==> src/rtl/tsdc_pkg.sv <==
package tsdc_pkg;
    typedef enum logic [1:0] {
        ST_IDLE  = 2'd0,
        ST_ARMED = 2'd1,
        ST_MERGE = 2'd2,
        ST_DONE  = 2'd3
    } tsdc_state_e;
endpackage

==> src/rtl/tsdc_sync.sv <==
module tsdc_sync #(
    parameter int N_LINES = 8,
    parameter int STAGES  = 2
) (
    input  logic               clk,
    input  logic               rst_n,
    input  logic [N_LINES-1:0] raw,
    output logic [N_LINES-1:0] lvl
);
    genvar gi;
    generate
        for (gi = 0; gi < N_LINES; gi++) begin : g_line
            logic [STAGES-1:0] chain;
            always_ff @(posedge clk or negedge rst_n) begin
                if (!rst_n) chain <= '0;
                else        chain <= {chain[STAGES-2:0], raw[gi]};
            end
            assign lvl[gi] = chain[STAGES-1];
        end
    endgenerate
endmodule

==> src/rtl/tsdc_edge.sv <==
module tsdc_edge #(
    parameter int N_LINES = 8
) (
    input  logic               clk,
    input  logic               rst_n,
    input  logic [N_LINES-1:0] lvl,
    input  logic [N_LINES-1:0] rise_en,
    input  logic [N_LINES-1:0] fall_en,
    output logic               change
);
    logic [N_LINES-1:0] prev;
    logic [N_LINES-1:0] hits;

    always_ff @(posedge clk or negedge rst_n) begin
        if (!rst_n) prev <= '0;
        else        prev <= lvl;
    end

    always_comb begin
        hits   = (lvl & ~prev & rise_en) | (~lvl & prev & fall_en);
        change = |hits;
    end
endmodule

==> src/rtl/tsdc_tstamp.sv <==
module tsdc_tstamp #(
    parameter int TS_W     = 32,
    parameter int TICK_DIV = 4
) (
    input  logic            clk,
    input  logic            rst_n,
    input  logic            clear,
    input  logic            run,
    output logic [TS_W-1:0] ts
);
    localparam int DW = (TICK_DIV > 1) ? $clog2(TICK_DIV) : 1;
    localparam logic [DW-1:0] DIV_LAST = DW'(TICK_DIV - 1);

    logic [DW-1:0] div;
    logic          tick;

    assign tick = run && (div == DIV_LAST);

    always_ff @(posedge clk or negedge rst_n) begin
        if (!rst_n) begin
            div <= '0;
            ts  <= '0;
        end else if (clear) begin
            div <= '0;
            ts  <= '0;
        end else if (run) begin
            div <= tick ? '0 : div + 1'b1;
            if (tick) ts <= ts + 1'b1;
        end
    end


    ts_hold_chk: assert property (@(posedge clk) disable iff (!rst_n)
        (!run && !clear) |=> $stable(ts));


    ts_step_chk: assert property (@(posedge clk) disable iff (!rst_n)
        !clear |=> (ts == $past(ts)) || (ts == $past(ts) + 1'b1));
endmodule

==> src/rtl/tsdc_fifo.sv <==
module tsdc_fifo #(
    parameter int DW    = 40,
    parameter int DEPTH = 8
) (
    input  logic          clk,
    input  logic          rst_n,
    input  logic          push,
    input  logic [DW-1:0] wdata,
    input  logic          pop,
    input  logic          clr_ovf,
    output logic [DW-1:0] rdata,
    output logic          not_empty,
    output logic          overflow
);
    localparam int AW = (DEPTH > 1) ? $clog2(DEPTH) : 1;
    localparam int CW = AW + 1;
    localparam logic [CW-1:0] FULL_CNT = CW'(DEPTH);

    logic [DW-1:0] mem [DEPTH];
    logic [AW-1:0] wr_ptr, rd_ptr;
    logic [CW-1:0] cnt;
    logic          full, push_ok, pop_ok;

    assign full      = (cnt == FULL_CNT);
    assign not_empty = (cnt != '0);
    assign push_ok   = push && !full;
    assign pop_ok    = pop && not_empty;
    assign rdata     = mem[rd_ptr];

    always_ff @(posedge clk) begin
        if (push_ok) mem[wr_ptr] <= wdata;
    end

    always_ff @(posedge clk or negedge rst_n) begin
        if (!rst_n) begin
            wr_ptr   <= '0;
            rd_ptr   <= '0;
            cnt      <= '0;
            overflow <= 1'b0;
        end else begin
            if (push_ok) wr_ptr <= (wr_ptr == AW'(DEPTH - 1)) ? '0 : wr_ptr + 1'b1;
            if (pop_ok)  rd_ptr <= (rd_ptr == AW'(DEPTH - 1)) ? '0 : rd_ptr + 1'b1;
            cnt <= cnt + CW'(push_ok) - CW'(pop_ok);
            if (clr_ovf)           overflow <= 1'b0;
            else if (push && full) overflow <= 1'b1;
        end
    end


    ovf_sticky_chk: assert property (@(posedge clk) disable iff (!rst_n)
        (overflow && !clr_ovf) |=> overflow);


    drop_keep_chk: assert property (@(posedge clk) disable iff (!rst_n)
        (push && full && !pop) |=> (cnt == $past(cnt)));


    fifo_bound_chk: assert property (@(posedge clk) disable iff (!rst_n)
        cnt <= FULL_CNT);
endmodule

==> src/rtl/tsdc_ctrl.sv <==
module tsdc_ctrl
    import tsdc_pkg::*;
#(
    parameter int WIN_W     = 8,
    parameter int CNT_W     = 16,
    parameter int PULSE_LEN = 12
) (
    input  logic             clk,
    input  logic             rst_n,
    input  logic             start,
    input  logic             change,
    input  logic             finite_mode,
    input  logic [CNT_W-1:0] rec_limit,
    input  logic [WIN_W-1:0] merge_win,
    output logic             detect,
    output logic             commit,
    output logic             armed,
    output logic             done,
    output logic             event_out
);
    localparam int PW = $clog2(PULSE_LEN + 1);
    localparam logic [PW-1:0] PULSE_INIT = PW'(PULSE_LEN);

    tsdc_state_e      state, state_nx;
    logic [WIN_W-1:0] wcnt;
    logic [CNT_W-1:0] rec_cnt;
    logic [CNT_W:0]   rec_cnt_inc;
    logic [PW-1:0]    pulse_cnt;
    logic             win_end, reach_limit;

    assign win_end     = (wcnt == merge_win);
    assign rec_cnt_inc = {1'b0, rec_cnt} + 1'b1;
    assign reach_limit = finite_mode && (rec_cnt_inc >= {1'b0, rec_limit});

    // state register
    always_ff @(posedge clk or negedge rst_n) begin
        if (!rst_n) state <= ST_IDLE;
        else        state <= state_nx;
    end

    // next state
    always_comb begin
        state_nx = state;
        unique case (state)
            ST_IDLE:  if (start) state_nx = ST_ARMED;
            ST_ARMED: begin
                if (start)       state_nx = ST_ARMED;
                else if (change) state_nx = ST_MERGE;
            end
            ST_MERGE: begin
                if (start)        state_nx = ST_ARMED;
                else if (win_end) state_nx = reach_limit ? ST_DONE : ST_ARMED;
            end
            ST_DONE:  if (start) state_nx = ST_ARMED;
            default:  state_nx = ST_IDLE;
        endcase
    end

    // outputs
    always_comb begin
        detect = 1'b0;
        commit = 1'b0;
        armed  = 1'b0;
        done   = 1'b0;
        unique case (state)
            ST_IDLE:  ;
            ST_ARMED: begin
                armed  = 1'b1;
                detect = change && !start;
            end
            ST_MERGE: begin
                armed  = 1'b1;
                commit = win_end && !start;
            end
            ST_DONE:  done = 1'b1;
            default:  ;
        endcase
        event_out = (pulse_cnt != '0);
    end

    // merge window, record count and pulse counters
    always_ff @(posedge clk or negedge rst_n) begin
        if (!rst_n) begin
            wcnt      <= '0;
            rec_cnt   <= '0;
            pulse_cnt <= '0;
        end else begin
            if (detect)                wcnt <= '0;
            else if (state == ST_MERGE) wcnt <= wcnt + 1'b1;

            if (start)       rec_cnt <= '0;
            else if (commit) rec_cnt <= rec_cnt_inc[CNT_W-1:0];

            if (detect && (pulse_cnt == '0)) pulse_cnt <= PULSE_INIT;
            else if (pulse_cnt != '0)        pulse_cnt <= pulse_cnt - 1'b1;
        end
    end


    evt_start_chk: assert property (@(posedge clk) disable iff (!rst_n)
        $rose(event_out) |-> $past(detect));


    evt_noretrig_chk: assert property (@(posedge clk) disable iff (!rst_n)
        (event_out && detect) |=> (pulse_cnt == $past(pulse_cnt) - 1'b1));


    done_count_chk: assert property (@(posedge clk) disable iff (!rst_n)
        (state == ST_DONE) |-> (rec_cnt >= rec_limit));


    commit_after_merge_chk: assert property (@(posedge clk) disable iff (!rst_n)
        commit |=> (state != ST_MERGE));
endmodule

==> src/rtl/tsdc_top.sv <==
module tsdc_top #(
    parameter int N_LINES    = 8,
    parameter int TS_W       = 32,
    parameter int TICK_DIV   = 4,
    parameter int PULSE_LEN  = 12,
    parameter int WIN_W      = 8,
    parameter int CNT_W      = 16,
    parameter int FIFO_DEPTH = 8,
    parameter int SYNC_STAGES = 2
) (
    input  logic               clk,
    input  logic               rst_n,
    input  logic [N_LINES-1:0] din,
    input  logic [N_LINES-1:0] rise_en,
    input  logic [N_LINES-1:0] fall_en,
    input  logic               start,
    input  logic               finite_mode,
    input  logic [CNT_W-1:0]   rec_limit,
    input  logic [WIN_W-1:0]   merge_win,
    input  logic               pop,
    output logic               rec_valid,
    output logic [N_LINES-1:0] rec_data,
    output logic [TS_W-1:0]    rec_time,
    output logic               event_out,
    output logic               overflow,
    output logic               armed,
    output logic               done
);
    localparam int REC_W = TS_W + N_LINES;

    logic [N_LINES-1:0] lvl;
    logic               change, detect, commit;
    logic [TS_W-1:0]    ts, ts_cap;
    logic [REC_W-1:0]   rec_in, rec_out;

    tsdc_sync #(.N_LINES(N_LINES), .STAGES(SYNC_STAGES)) u_sync (
        .clk(clk), .rst_n(rst_n), .raw(din), .lvl(lvl)
    );

    tsdc_edge #(.N_LINES(N_LINES)) u_edge (
        .clk(clk), .rst_n(rst_n), .lvl(lvl),
        .rise_en(rise_en), .fall_en(fall_en), .change(change)
    );

    tsdc_ctrl #(.WIN_W(WIN_W), .CNT_W(CNT_W), .PULSE_LEN(PULSE_LEN)) u_ctrl (
        .clk(clk), .rst_n(rst_n), .start(start), .change(change),
        .finite_mode(finite_mode), .rec_limit(rec_limit), .merge_win(merge_win),
        .detect(detect), .commit(commit), .armed(armed), .done(done),
        .event_out(event_out)
    );

    tsdc_tstamp #(.TS_W(TS_W), .TICK_DIV(TICK_DIV)) u_ts (
        .clk(clk), .rst_n(rst_n), .clear(start), .run(armed), .ts(ts)
    );

    always_ff @(posedge clk or negedge rst_n) begin
        if (!rst_n)      ts_cap <= '0;
        else if (detect) ts_cap <= ts;
    end

    assign rec_in = {ts_cap, lvl};

    tsdc_fifo #(.DW(REC_W), .DEPTH(FIFO_DEPTH)) u_fifo (
        .clk(clk), .rst_n(rst_n), .push(commit), .wdata(rec_in),
        .pop(pop), .clr_ovf(start), .rdata(rec_out),
        .not_empty(rec_valid), .overflow(overflow)
    );

    assign rec_data = rec_out[N_LINES-1:0];
    assign rec_time = rec_out[REC_W-1:N_LINES];


    push_lands_chk: assert property (@(posedge clk) disable iff (!rst_n)
        (commit && !overflow && !pop) |=> rec_valid);
endmodule

==> config.mk <==
export PLATFORM = sky130hd
export DESIGN_NAME = tsdc_top
export DESIGN_NICKNAME = d
export VERILOG_FILES = /design/src/rtl/tsdc_pkg.sv /design/src/rtl/tsdc_sync.sv /design/src/rtl/tsdc_edge.sv /design/src/rtl/tsdc_tstamp.sv /design/src/rtl/tsdc_fifo.sv /design/src/rtl/tsdc_ctrl.sv /design/src/rtl/tsdc_top.sv
export SDC_FILE = /design/constraint.sdc
export NUM_CORES = 1
export LEC_CHECK = 0
export ABC_AREA = 1
export BUFFER_PORTS_ARGS = -buffer_cell sky130_fd_sc_hd__buf_2
export CORE_MARGIN = 10
export CORE_UTILIZATION = 61
export CTS_CLUSTER_DIAMETER = 30
export DETAILED_ROUTE_END_ITERATION = 10
export HOLD_SLACK_MARGIN = 0.05
export PLACE_DENSITY = 0.84
export SYNTH_ARGS = -nofsm -noshare
export SYNTH_HDL_FRONTEND = slang
export SYNTH_SLANG_ARGS = --single-unit
==> constraint.sdc <==
create_clock -name clk -period 6.6 [get_ports clk]
set_input_delay 0.66 -clock clk [delete_from_list [all_inputs] [get_ports clk]]
set_output_delay 0.66 -clock clk [all_outputs]
set_load 0.03 [all_outputs]
### Yosys cells after proc, flatten, opt, wreduce, memory -nomap -nowiden

Memory sizes are Yosys's and may differ from the RTL's.
Index checks and enable logic that the tools add are counted.

* flip-flop bits (word level): 131
* bits in writable memories: 320
* bits of input ports: 53
* word-level logic and storage cells: 103
* memories: 1

Memories
* u_fifo.mem: depth 8, width 40, rd ports 1, clocked after Yosys merged registers in 0, write ports 1, RTL line tsdc_fifo.sv:19 `logic [DW-1:0] mem [DEPTH];`

* add/sub/neg operators: 9
* magnitude comparators: 1
* eq/ne operators: 11
* multiplexer cells: 29
* bitwise logic cells: 7
* reduce and logical (&&, ||, !) cells: 25

Operators with widths (count)
* $mux W32: 3
* $add A32 B1 Y32 const B: 1
* $and A8 B8 Y8: 4
* $mux W16: 2
* $mux W2: 9
* $add A16 B1 Y17 const B: 1
* $ge A17 B16 Y1: 1
* $mux W8: 2
* $not A8 Y8: 2
* $reduce_bool A2 Y1: 6
* $add A8 B1 Y8 const B: 1
* $eq A8 B8 Y1: 1
* $logic_and A1 B1 Y1: 8
* $mux W1: 8
* $mux W4: 2
* $or A8 B8 Y8: 1
* $reduce_bool A4 Y1: 2
* $reduce_or A8 Y1: 1
* $add A3 B1 Y3 const B: 2
* $eq A2 B2 Y1 const B: 3
* $eq A3 B3 Y1 const B: 2
* $mux W3: 2
* $ne A3 B2 Y1 const B: 2
* $pmux W2 S3: 1
* other kinds (13): 15

### Longest topological paths before layout

Gate-level depths: netlist of the first run.

* depth in word-level cells: 9
* gate-level depth with buffers: 17
* gate-level depth less buffers: 17

### Hierarchy

Synthesis of the first run repeated with hierarchy kept, for this count alone.

* cell total of the unflattened synthesis: 2319
* area, all modules: 22427.8 µm²

Modules (own cells, without submodules)
* tsdc_fifo: times used 1, cells each 1461, area each 15731.3 µm², sequential area each 9884.5 µm²
* tsdc_ctrl: times used 1, cells each 327, area each 2348.5 µm², sequential area each 750.7 µm²
* tsdc_tstamp: times used 1, cells each 305, area each 2165.8 µm², sequential area each 850.8 µm²
* tsdc_top: times used 1, cells each 136, area each 1292.5 µm², sequential area each 800.8 µm²
* tsdc_sync: times used 1, cells each 24, area each 460.4 µm², sequential area each 400.4 µm²
* tsdc_edge: times used 1, cells each 66, area each 429.2 µm², sequential area each 200.2 µm²

### Worst setup path before layout of the first run

OpenSTA, ideal clock, no wires.

* path kind: input -> register
* from: input start
* to: memory u_fifo.mem[2][0], enable pin
* setup time: 0.537 ns
* data arrival time: 5.084 ns
* required time: 6.063 ns
* path slack: 0.979 ns
* stages on the path: 6
* buffers on the path: 1
* path through: buf_2 nor2_2 inv_1 nor2_4 nand2_4 nor4_1

* longest elaborated chain between the ends: 6

RTL lines
* start: declaration: RTL line tsdc_top.sv:16 `input logic start,`
* $logic_not A1 Y1: RTL line tsdc_ctrl.sv:73 `commit = win_end && !start;`
* $logic_and A1 B1 Y1: RTL line tsdc_ctrl.sv:73
* $mux W1: RTL line tsdc_ctrl.sv:65 `unique case (state)`
* $logic_and A1 B1 Y1: RTL line tsdc_fifo.sv:26 `assign push_ok = push && !full;`
* $mux W1: RTL line tsdc_fifo.sv:31 `if (push_ok) mem[wr_ptr] <= wdata;`
* $mux W1 (not written as such): RTL line tsdc_fifo.sv:31
* end: declaration: RTL line tsdc_fifo.sv:19

No other way between the ends.

### Worst setup path in the final report of the first run

* from: register u_fifo.rd_ptr[0]
* to: output rec_time[22]

* longest elaborated chain between the ends: 1

RTL lines
* start: declaration: RTL line tsdc_fifo.sv:20 `logic [AW-1:0] wr_ptr, rd_ptr;`
* start signal: assignment: RTL line tsdc_fifo.sv:42 `if (pop_ok) rd_ptr <= (rd_ptr == AW'(DEPTH - 1)) ? '0 : rd_ptr + 1'b1;`
* $mem_v2 Z8 W40
* end: declaration: RTL line tsdc_top.sv:23 `output logic [TS_W-1:0] rec_time,`

No other way between the ends.

==> flow_summary.json, run 1 <==
{
  "status": "finished clean",
  "synth_seq_cells": 451,
  "path_clk_slew_ns": 0.05,
  "cts_setup_buffers": 0,
  "synth.most_common_cell": "nor2_1",
  "num_vias": 14228,
  "fp.coreArea_um2": 31400,
  "cpMaxStageDelayCell": "dfrtp_4",
  "max-clock-path-buffers": 3,
  "drc": 0,
  "area_growth_pct": 16.6,
  "num_rows": 65,
  "ys_seq_area_share_pct": 66.8,
  "crit_fanout": 82,
  "yosysTopAreaCellShare_pct": 49.8,
  "routed_via_density": 6.10,
  "rrSetupSlack_ns": 3.10,
  "synth.top_cells.by_area": "edfxtp_1, dfrtp_1, nor2_1",
  "ir_drop_v": 0.000301,
  "dp_cells": 2196,
  "yosys_warnings": 0,
  "path_depth": 7,
  "wl_per_cell_um": 20.7,
  "final_hold_viol_count": 0,
  "grt_pass1_vias": 14193,
  "synthTopCellsByCount": "nor2_1, edfxtp_1, o21ai_0",
  "tritoncts": "yes",
  "final_cells": 2331,
  "async_flop_share_pct": 29.0,
  "critical_path_buf_inv_count": 3,
  "htree_levels": 3,
  "hold_path.startpoint": "din[2]",
  "routed_wl_mm": 48.4,
  "drv_cap": 0,
  "die_h_um": 198,
  "synth_ff_type": "edfxtp_1",
  "clock_latency_ns": 0.59,
  "yosys.area.top_type": "edfxtp_1",
  "min_path_cells": 1,
  "power_mw": 9.29,
  "die_width_um": 198,
  "drive_above_1_share_pct": 15.5,
  "required_ns": 5.94,
  "worstPathCellList": "inv_4 > buf_4 > o21ai_0 > o22ai_1 > nor2_1 > a31oi_1 > buf_2",
  "min_period_ns": 4.58,
  "cpPeakStageDelay_ns": 0.76,
  "grt_start_max_net_pins": 96,
  "synth_edf_count": 320,
  "powerDensity_nw_per_um2": 413,
  "ioPinCount": 98,
  "skew_ns": 0.0170,
  "yosysUniqueCellTypes": 49,
  "final_antenna_net_count": 0,
  "critical_path_class": "flop to output port",
  "synthesis.instances": 1758,
  "p_leak_nw": 9.00,
  "crit_family": "buffers and inverters",
  "fin_nets": 1959,
  "cts_made_buffers": 72,
  "start_util_pct": 61.4,
  "tns_ns": 0,
  "root_buffer": "clkbuf_16",
  "arrival_ns": 3.92,
  "slew_viol_final": 0,
  "reg2regPathDepth": 9,
  "r2r-start": "u_ctrl.state[0]$_DFFE_PN0P_",
  "dp_hpwl_mm": 25.8,
  "tightest_slew_ns": 1.03,
  "place_congestion": 0.902,
  "min_path_type": "input port to flop",
  "postSynthAreaPerCell_um2": 11.0,
  "min_to": "u_sync.g_line[2].chain[0]$_DFF_PN0_",
  "syn_area_um2": 19300,
  "rsz0062_at_grt": "false",
  "start_kind": "flop",
  "synthesis.nets": 1848,
  "drt-pass1-iter-count": 6,
  "antenna_cells": 0,
  "track_usage_pct": 24.7,
  "post-route-period-util_pct": 69.3,
  "cp-end-kind": "output port",
  "overflow": 0,
  "slew_headroom_pct": 31.3,
  "clock_sinks": 451,
  "fmax_ghz": 0.218,
  "numPortBuffers": 97,
  "die_area_um2": 39100,
  "r2r-end": "u_fifo.mem[2][26]$_DFFE_PP_",
  "grt_pass1_wl_mm": 76.1,
  "grt_antenna_before_repair": 0,
  "drtIter0Drc": 1817,
  "setup_viol": 0
}
-- cell usage in the layout (no fill, tap or decap), types with 6 or more instances in the layout --
| cell | count |
|---|---|
| inv_6 | 12 |
| o21ai_0 | 202 |
| xnor2_1 | 10 |
| clkbuf_1 | 9 |
| nand3_1 | 55 |
| dfrtp_1 | 129 |
| o22ai_1 | 40 |
| o21ai_1 | 32 |
| clkinvlp_4 | 7 |
| nand4_1 | 16 |
| a31oi_1 | 40 |
| a21oi_1 | 27 |
| nor2_2 | 8 |
| inv_1 | 133 |
| nand2_2 | 11 |
| nor2_4 | 6 |
| nor3_1 | 13 |
| inv_2 | 8 |
| xor2_1 | 16 |
| buf_2 | 96 |
| edfxtp_1 | 320 |
| nand2_1 | 198 |
| nor2_1 | 332 |
| clkbuf_16 | 74 |
| nor3_2 | 8 |
| clkinv_2 | 14 |
| ha_1 | 36 |
| buf_4 | 17 |
-- registers in the layout, indices dropped and copies added, names as in the netlist --
register,cells
u_fifo.rd_ptr,3
u_fifo.mem,320
u_ctrl.state,2
u_edge.prev,8
u_ts.div,2
u_fifo.cnt,4
u_fifo.overflow,1
u_sync.g_line.chain,16
u_ctrl.wcnt,8
u_ctrl.pulse_cnt,4
ts_cap,32
u_ts.ts,32
u_ctrl.rec_cnt,16
u_fifo.wr_ptr,3
-- per-stage QoR --
step | setup slack, ns | hold WS [ns] | utilization, % | instance area [um2]
2_1_floorplan | 0.979 | 0.331 | - | 19300
3_3_place_gp | 2.86 | 0.333 | 64.0 | 20100
3_5_place_dp | 2.79 | 0.335 | 64.0 | 20100
4_1_cts | 2.11 | 0.158 | 71.6 | 22500
5_1_grt | 1.86 | 0.157 | 71.6 | 22500
6_report | 2.02 | 0.178 | 71.6 | 22500
-- power breakdown --
part	switching, mW	internal [mW]
Sequential	0.120	3.08
Clock	1.38	2.26
Combinational	1.77	0.677
-- per-layer routing --
layer,up-vias,routed length [um],GRT usage [%]
li1,6299,-,-
met1,6882,18100,30.8
met2,901,23900,40.7
met3,146,4740,5.42
met4,0,1640,11.5
met5,-,0,0
-- worst max-delay path by stage --
stage | startpoint | to | slack [ns]
final | u_fifo.rd_ptr[0]$_DFFE_PN0P_ | rec_time[22] | 2.02
after global routing | u_fifo.rd_ptr[0]$_DFFE_PN0P_ | rec_time[15] | 1.86
after CTS | u_fifo.rd_ptr[0]$_DFFE_PN0P_ | rec_time[22] | 2.11
after detailed placement | u_fifo.rd_ptr[0]$_DFFE_PN0P_ | rec_time[15] | 2.79
after global placement | u_fifo.rd_ptr[0]$_DFFE_PN0P_ | rec_time[23] | 2.86
after floorplan | start | u_fifo.mem[2][0]$_DFFE_PP_ | 0.98
-- what timing repair did --
action / in CTS / in global routing
endpoints found under the setup margin: 0 / 0
hold buffers: 1 / 0
hold endpoints to repair: 43 / 0
resized for setup: 0 / 0
-- kinds of logic after synthesis --
family / count (synthesis) / synth area share (%)
flops: 451 / 66.8
fa+ha+maj: 37 / 2.44
xor+xnor: 27 / 1.27
compound gates: 352 / 9.81
simple gates: 668 / 15.0
buf+inv: 223 / 4.68
-- layout make-up --
type | instances | area (um2)
Timing Repair Buffer | 115 | 629
Multi-Input combinational cell | 1084 | 5540
Sequential cell | 451 | 12900
Clock buffer | 88 | 1950
Clock inverter | 46 | 424
Inverter | 145 | 549
Tap cell | 402 | 503
Fill cell | 1909 | 8900
Power figures use the tool's default switching activity.
==> inputs of run 2 (changes only) <==
--- a/config.mk
+++ b/config.mk
@@ -8,11 +8,11 @@
 export ABC_AREA = 1
 export BUFFER_PORTS_ARGS = -buffer_cell sky130_fd_sc_hd__buf_2
 export CORE_MARGIN = 10
-export CORE_UTILIZATION = 61
+export CORE_UTILIZATION = 55
 export CTS_CLUSTER_DIAMETER = 30
 export DETAILED_ROUTE_END_ITERATION = 10
 export HOLD_SLACK_MARGIN = 0.05
-export PLACE_DENSITY = 0.84
+export PLACE_DENSITY = 0.81
 export SYNTH_ARGS = -nofsm -noshare
 export SYNTH_HDL_FRONTEND = slang
 export SYNTH_SLANG_ARGS = --single-unit
==> constraint.sdc (replaced) <==
create_clock -name clk -period 4 [get_ports clk]
set_input_delay 0.4 -clock clk [delete_from_list [all_inputs] [get_ports clk]]
set_output_delay 0.4 -clock clk [all_outputs]
set_load 0.03 [all_outputs]
==> run 2 against run 1 <==
  * Highest routed layer unchanged
  * Critical path type unchanged
  * Register-to-register slack worse by 2.1 ns
  * Critical path depth down 1
  * Die area up 9.8%
  * First-iteration DRC count decreased by 28%
  * Hold slack gained 0.047 ns
  * Flip-flop and latch count unchanged
  * Clock skew increased by 0.0098 ns
==> flow_summary.json, run 2 (same netlist as run 1, synthesis figures left out) <==
{
  "status": "finished clean",
  "fillers": 2378,
  "dp_hpwl_mm": 26.0,
  "p_leak_nw": 9.04,
  "powerDensity_nw_per_um2": 667,
  "holdWs_ns": 0.225,
  "rsz0062_at_grt": "false",
  "crit_fanout": 94,
  "p_sw_share_pct": 34.6,
  "grt_start_max_net_pins": 101,
  "cp-end-kind": "output port",
  "ir_drop_v": 0.000423,
  "min_path_type": "input port to flop",
  "max-clock-path-buffers": 3,
  "die_h_um": 207,
  "drtIter0Drc": 1310,
  "routed_wl_mm": 45.2,
  "drc": 0,
  "antenna_cells": 0,
  "track_usage_pct": 20.3,
  "required_ns": 3.60,
  "skew_ns": 0.0267,
  "final_common_cell": "nor2_1",
  "slew_headroom_pct": 33.5,
  "dp_slack_ns": 1.13,
  "rrSetupSlack_ns": 1.04,
  "combPwrFrac_pct": 26.6,
  "drt-pass1-iter-count": 6,
  "slew_viol_final": 0,
  "final_core_util_pct": 65.6,
  "num_vias": 13596,
  "drive_above_1_share_pct": 15.7,
  "post-route-period-util_pct": 85.8,
  "drv_cap": 0,
  "min_period_ns": 3.43,
  "start_util_pct": 55.8,
  "cts_made_buffers": 68,
  "cts.repair.resized": 0,
  "grt_pass1_vias": 13850,
  "power_frac_seq_pct": 34.9,
  "htree_levels": 3,
  "overflow": 0,
  "net-switching-power_mw": 5.23,
  "internal-power_mw": 9.88,
  "fp.coreArea_um2": 34500,
  "cts_setup_buffers": 0,
  "grt_pass1_wl_mm": 71.7,
  "final_antenna_net_count": 0,
  "num_rows": 68,
  "clock_latency_ns": 0.56,
  "regMostFlops": "u_fifo.mem",
  "wl_per_cell_um": 18.9,
  "path_clk_slew_ns": 0.06,
  "die_area_um2": 42900,
  "place_congestion": 0.914,
  "biggestRegsByFlops": "u_fifo.mem: 320 flops, ts_cap: 32 flops, u_ts.ts: 32 flops",
  "final_cell_mix": "nor2_1, edfxtp_1, o21ai_0",
  "root_buffer": "clkbuf_16",
  "numPortBuffers": 97,
  "start_kind": "flop",
  "tightest_slew_ns": 0.997,
  "arrival_ns": 3.03,
  "critical_path_class": "flop to output port",
  "fin_nets": 1973,
  "tritoncts": "yes",
  "final_hold_viol_count": 0,
  "ioPinCount": 98,
  "die_width_um": 207,
  "largest_reg_flops": 320,
  "routed_via_density": 5.69,
  "tns_ns": 0,
  "pwr-share-clk_pct": 38.4,
  "clock_sinks": 451,
  "grt_antenna_before_repair": 0,
  "layout_setup_ws_ns": 0.567,
  "fmax_ghz": 0.291,
  "setup_viol": 0,
  "area_growth_pct": 17.5
}
[run 2: layer usage]
| layer | vias to the layer above | routed length [um] | GRT usage (%) |
|---|---|---|---|
| met2 | 588 | 22900 | 35.3 |
| li1 | 6332 | - | - |
| met4 | 0 | 1200 | 8.91 |
| met1 | 6582 | 18000 | 24.3 |
| met5 | - | 0 | 0 |
| met3 | 94 | 3110 | 3.50 |
[run 2: metrics by stage]
step,instance area [um2],power [mW],std cells
3_5_place_dp,20300,9.35,2259
2_1_floorplan,19300,8.19,1758
4_1_cts,22700,15.2,2390
3_3_place_gp,20300,9.21,2259
5_1_grt,22700,15.8,2390
6_report,22700,15.1,2390
[run 2: layout make-up]
class	count	area (um2)	share of cell area (%)
multi-input cells	1084	5560	24.5
repair buffers	133	822	3.63
flip-flops and latches	451	12900	56.9
inverters	145	549	2.42
clock inverters	44	464	2.05
clock buffers	78	1800	7.95
well taps	455	569	2.51
[run 2: path summary, 6_finish.rpt]
check	to	from	cells past startpoint
worst max-delay path	rec_time[21]	u_fifo.rd_ptr[0]$_DFFE_PN0P_	6
worst min-delay path	u_ctrl.state[1]$_DFFE_PN0P_	finite_mode	5
worst max register to register	u_fifo.mem[1][16]$_DFFE_PP_	u_ctrl.state[0]$_DFFE_PN0P_	11
worst min register to register	u_sync.g_line[4].chain[1]$_DFF_PN0_	u_sync.g_line[4].chain[0]$_DFF_PN0_	0
max in group asynchronous	ts_cap[14]$_DFFE_PN0P_	rst_n	3
min in group asynchronous	ts_cap[18]$_DFFE_PN0P_	rst_n	2
[run 2: worst max-delay path, stage by stage, from the launching register on]
cell and delay [ns]:
dfrtp_4 0.95, buf_12 0.39, o21ai_0 0.21, o22ai_1 0.27, nor2_1 0.08, a31oi_1 0.21
buf_2 0.24
[run 2: timing repair]
action,CTS,global route
endpoints found under the hold margin,107,0
setup endpoints to repair,0,0
hold buffers,9,0
[run 2: power by group through the flow]
stage                     sequential, mW  combinational, mW  clock, mW
after floorplan                     5.23               2.97          0
after global placement              5.35               3.86          0
after detailed placement            5.37               3.98          0
after CTS                           5.28               4.05       5.86
after global routing                5.30               4.43       6.07
final                               5.28               4.02       5.81
